==> src/rtl/rgs_pkg.sv <==
package rgs_pkg;

  // Slot is due when its code is in range and the low `code` bits of the
  // pass count are zero.
  function automatic logic pass_due(input int unsigned code,
                                    input int unsigned count,
                                    input int unsigned max_rate);
    int unsigned mask;
    if (code > max_rate) return 1'b0;
    mask = (32'd1 << code) - 32'd1;
    return ((count & mask) == 32'd0);
  endfunction

  // Next pass count with wrap at 2**width.
  function automatic int unsigned pass_next(input int unsigned count,
                                            input int unsigned width);
    return (count + 32'd1) & ((32'd1 << width) - 32'd1);
  endfunction

endpackage

==> src/rtl/rgs_pass_counter.sv <==
module rgs_pass_counter #(
  parameter int CNT_W = 4
) (
  input  logic             clk,
  input  logic             rst_n,
  input  logic             clear_i,
  input  logic             adv_i,
  output logic [CNT_W-1:0] count_o
);
  import rgs_pkg::*;

  logic [CNT_W-1:0] count_q;

  always_ff @(posedge clk or negedge rst_n) begin
    if (!rst_n)       count_q <= '0;
    else if (clear_i) count_q <= '0;
    else if (adv_i)   count_q <= CNT_W'(pass_next(32'(count_q), CNT_W));
  end

  assign count_o = count_q;
endmodule

==> src/rtl/rgs_code_bank.sv <==
module rgs_code_bank #(
  parameter int NUM_SLOTS = 4,
  parameter int CODE_W    = 3,
  localparam int SLOT_W   = (NUM_SLOTS > 1) ? $clog2(NUM_SLOTS) : 1
) (
  input  logic                               clk,
  input  logic                               rst_n,
  input  logic                               wr_en_i,
  input  logic [SLOT_W-1:0]                  wr_slot_i,
  input  logic [CODE_W-1:0]                  wr_code_i,
  output logic [NUM_SLOTS-1:0][CODE_W-1:0]   codes_o
);
  for (genvar g = 0; g < NUM_SLOTS; g++) begin : g_slot
    logic             hit;
    logic [CODE_W-1:0] code_q;

    assign hit = wr_en_i && (32'(wr_slot_i) == g);

    always_ff @(posedge clk or negedge rst_n) begin
      if (!rst_n)   code_q <= '0;
      else if (hit) code_q <= wr_code_i;
    end

    assign codes_o[g] = code_q;
  end
endmodule

==> src/rtl/rgs_due_gate.sv <==
module rgs_due_gate #(
  parameter int NUM_SLOTS = 4,
  parameter int CODE_W    = 3,
  parameter int CNT_W     = 4
) (
  input  logic [NUM_SLOTS-1:0][CODE_W-1:0] codes_i,
  input  logic [CNT_W-1:0]                 count_i,
  output logic [NUM_SLOTS-1:0]             due_o
);
  import rgs_pkg::*;

  localparam int MAX_RATE = CNT_W;

  for (genvar g = 0; g < NUM_SLOTS; g++) begin : g_due
    assign due_o[g] = pass_due(32'(codes_i[g]), 32'(count_i), MAX_RATE);
  end
endmodule

==> src/rtl/rate_gate_sched.sv <==
module rate_gate_sched #(
  parameter int NUM_SLOTS = 4,
  parameter int CODE_W    = 3,
  parameter int CNT_W     = 4,
  localparam int SLOT_W   = (NUM_SLOTS > 1) ? $clog2(NUM_SLOTS) : 1
) (
  input  logic                 clk,
  input  logic                 rst_n,
  input  logic                 clear_i,
  input  logic                 tick_i,
  input  logic                 wr_en_i,
  input  logic [SLOT_W-1:0]    wr_slot_i,
  input  logic [CODE_W-1:0]    wr_code_i,
  output logic [NUM_SLOTS-1:0] run_en_o
);
  // Named internal events, visible to the bound checker.
  logic                             pass_adv;
  logic [CNT_W-1:0]                 pass_cnt;
  logic [NUM_SLOTS-1:0][CODE_W-1:0] slot_code;
  logic [NUM_SLOTS-1:0]             slot_due;
  logic [NUM_SLOTS-1:0]             run_en_q;

  assign pass_adv = tick_i && !clear_i;

  rgs_pass_counter #(.CNT_W(CNT_W)) u_cnt (
    .clk     (clk),
    .rst_n   (rst_n),
    .clear_i (clear_i),
    .adv_i   (pass_adv),
    .count_o (pass_cnt)
  );

  rgs_code_bank #(.NUM_SLOTS(NUM_SLOTS), .CODE_W(CODE_W)) u_codes (
    .clk       (clk),
    .rst_n     (rst_n),
    .wr_en_i   (wr_en_i),
    .wr_slot_i (wr_slot_i),
    .wr_code_i (wr_code_i),
    .codes_o   (slot_code)
  );

  rgs_due_gate #(.NUM_SLOTS(NUM_SLOTS), .CODE_W(CODE_W), .CNT_W(CNT_W)) u_gate (
    .codes_i (slot_code),
    .count_i (pass_cnt),
    .due_o   (slot_due)
  );

  always_ff @(posedge clk or negedge rst_n) begin
    if (!rst_n)        run_en_q <= '0;
    else if (pass_adv) run_en_q <= slot_due;
    else               run_en_q <= '0;
  end

  assign run_en_o = run_en_q;
endmodule

==> config.mk <==
export PLATFORM = sky130hd
export DESIGN_NAME = rate_gate_sched
export DESIGN_NICKNAME = d
export VERILOG_FILES = /design/src/rtl/rgs_pkg.sv /design/src/rtl/rgs_pass_counter.sv /design/src/rtl/rgs_code_bank.sv /design/src/rtl/rgs_due_gate.sv /design/src/rtl/rate_gate_sched.sv
export SDC_FILE = /design/constraint.sdc
export NUM_CORES = 1
export LEC_CHECK = 0
export BUFFER_PORTS_ARGS = -buffer_cell sky130_fd_sc_hd__buf_4
export CAP_MARGIN = 20
export CORE_UTILIZATION = 50
export CTS_CLUSTER_SIZE = 12
export DETAILED_ROUTE_END_ITERATION = 16
export PLACE_DENSITY = 0.71
export SLEW_MARGIN = 20
export SYNTH_ARGS = -nofsm -noshare
export SYNTH_HDL_FRONTEND = slang
export SYNTH_SLANG_ARGS = --single-unit
==> constraint.sdc <==
create_clock -name clk -period 4.6 [get_ports clk]
set_input_delay 0.69 -clock clk [delete_from_list [all_inputs] [get_ports clk]]
set_output_delay 0.69 -clock clk [all_outputs]
set_load 0.01 [all_outputs]
==> results.txt <==
Status -> finished clean
Worst slew margin -> 0.812
Post-synth top cells -> dfrtp_1, mux2_1, nor2_1
Root Buffer -> clkbuf_4
Layout cell share with drive strength beyond 1 -> 0.210
Cells after DPL -> 129
Mapped Cells -> 89
#FFs+latches synth -> 20
Clock buffer count from CTS -> 3
CP arrival -> 1.76 ns
PortBufs -> 13
Mapped Area -> 0.00105 mm^2
Total GRT Usage -> 0.196
Via count -> 735
Main flop type after synthesis -> dfrtp_1
Final Critical Period -> 1.56 ns
Setup Skew -> 0.00325 ns
GR Layer Usage met3 -> 0.0679
RSZ-0062 raised after global routing -> no
FP Rows -> 16
DR vias/cell -> 5.57
Hold Vio Cnt, Final -> 0
Worst path required time -> 4.80 ns
Total gr overflow -> 0
Final Wtd Congestion -> 0.718
Pwr Density -> 342 mW/mm^2
CP Class -> flop to flop
Netlist cell types -> 24
Post-CTS Hold Buffers -> 0
Clk Latency, worst-skew pair -> 0.29 ns
TritonCTS Sinks -> 20
Hold Crit Class -> primary input to asynchronous set/reset pin
Synth Warn # -> 0
Postcts setup bufs -> 0
Final setup vio count -> 0
Diode count -> 0
Post-DP HPWL -> 1440 um
Ranking of synthesized cells by area -> dfrtp_1, mux2_1, ha_1, o31ai_1, xor2_1
Seq/Total Area, Yosys -> 0.477
Ys async rst share -> 1.00
Die H -> 47.8 um
Initial Util -> 0.534
Fmax -> 0.642 GHz
Post-synth top area cell -> dfrtp_1
GRT met1 Usage -> 0.251
Final Power -> 0.411 mW
Die X-Extent -> 47.8 um
Initial antenna violation count -> 0
CTS tree -> done
Avg WL per Cell -> 14.1 um
Post-synth EDFFs -> 0
Iter 0 DRT Violations -> 9
Crit path max fanout -> 5
Synth top area share -> 0.477
# resized after CTS -> 0
Final Max Tran Viols -> 0
Worst setup SP type -> flop
Largest net degree at the start of global routing -> 21
TritonRoute pass-1 iters -> 4
Count leader, synth -> dfrtp_1
Area grow syn2layout -> 14.7%
Setup TNS -> 0 ns
Die ar. -> 0.00228 mm^2
Total Wirelength -> 1860 um
Worst-path clk slew -> 0.10 ns
GR peak layer -> met2
CP Capture Type -> flop
Core Region -> 0.00196 mm^2
Syn avg cell area -> 11.8 um^2
Deepest clock path buffer count -> 2
Leakage -> 0.524 nW
Nets@finish -> 122
Drt drc -> 0
Max-capacitance violation count -> 0
Syn_nets -> 104
Worst Tran Pin Value -> 0.282 ns
H-tree lvl count -> 1
Final Cycle Share -> 0.339
Final antenna-violating net count -> 0
Fin cells -> 132
First-pass GRT wire length -> 2940 um
GRT met2 Usage -> 0.316
Ports -> 14
Worst vdd ir -> 0.279 mV
Number of global-route vias before repair -> 652
## cells in the final DEF (no fill, tap or decap), types with 4 or more instances in the layout
cell type | Yosys | routed
xor2_1 | 6 | 6
mux2_1 | 9 | 9
o31ai_1 | 7 | 7
nor2_1 | 8 | 8
dfrtp_1 | 20 | 20
nand2_1 | 5 | 5
ha_1 | 5 | 5
nor3b_1 | 4 | 4
buf_4 | 0 | 13
## final cells by class
cell class,instances,area [um^2]
Clock buffer,3,22.5
Fill cell,179,759
Inverter,1,3.75
Multi-Input combinational cell,68,544
Sequential cell,20,500
Tap cell,27,33.8
Timing Repair Buffer,13,97.6
## power by group
group          total, mW  switching (mW)  internal, mW
registers          0.233          0.0322         0.201
clock network     0.0787          0.0482        0.0305
logic             0.0994          0.0444        0.0550
## metrics by stage
step	hold slack [ns]	utilization	setup slack (ns)	area [um^2]
floorplan	0.394	-	3.16	1050
global placement	0.545	0.601	3.06	1180
detailed placement	0.559	0.601	3.03	1180
CTS	0.253	0.613	3.02	1200
global route	0.249	0.613	2.98	1200
finish	0.252	0.613	3.04	1200
## layer usage
layer / wire length [um] / vias to the layer above
met3: 76 / 2
met4: 12 / 0
met2: 877 / 18
li1: - / 365
met1: 893 / 350
met5: 0 / -
## path summary, 6_finish.rpt
path / from / to / slack, ns / depth (start not counted)
min in group clk: clear_i / u_cnt.count_o[0] / 0.57 / 2
max: u_codes.g_slot[0].code_q[2] / run_en_o[0] / 3.04 / 4
max in group asynchronous: rst_n / u_codes.g_slot[0].code_q[0] / 4.14 / 1
max reg2reg: u_codes.g_slot[0].code_q[2] / run_en_o[0] / 3.04 / 4
min reg2reg: u_codes.g_slot[0].code_q[1] / u_codes.g_slot[0].code_q[1] / 0.58 / 1
min: rst_n / u_cnt.count_o[3] / 0.25 / 1
## registers in the layout (all words and copies together), names as in the netlist
register / count
u_codes.g_slot.code_q: 12
run_en_o: 4
u_cnt.count_o: 4
## critical path, cell delays in order (launching register included)
cell,delay [ns]
dfrtp_1,0.43
or3_4,0.41
ha_1,0.22
xor2_1,0.17
a221oi_2,0.25
## logic make-up after synthesis
logic type               synth area share
buffers and inverters             0.00358
AND/OR/NAND/NOR                     0.154
multiplexers                        0.138
adder cells (fa/ha/maj)            0.0597
XOR/XNOR                           0.0585
AO/OA/AOI/OAI                       0.109
flip-flops                          0.477
(Power assumes the default switching activity.)
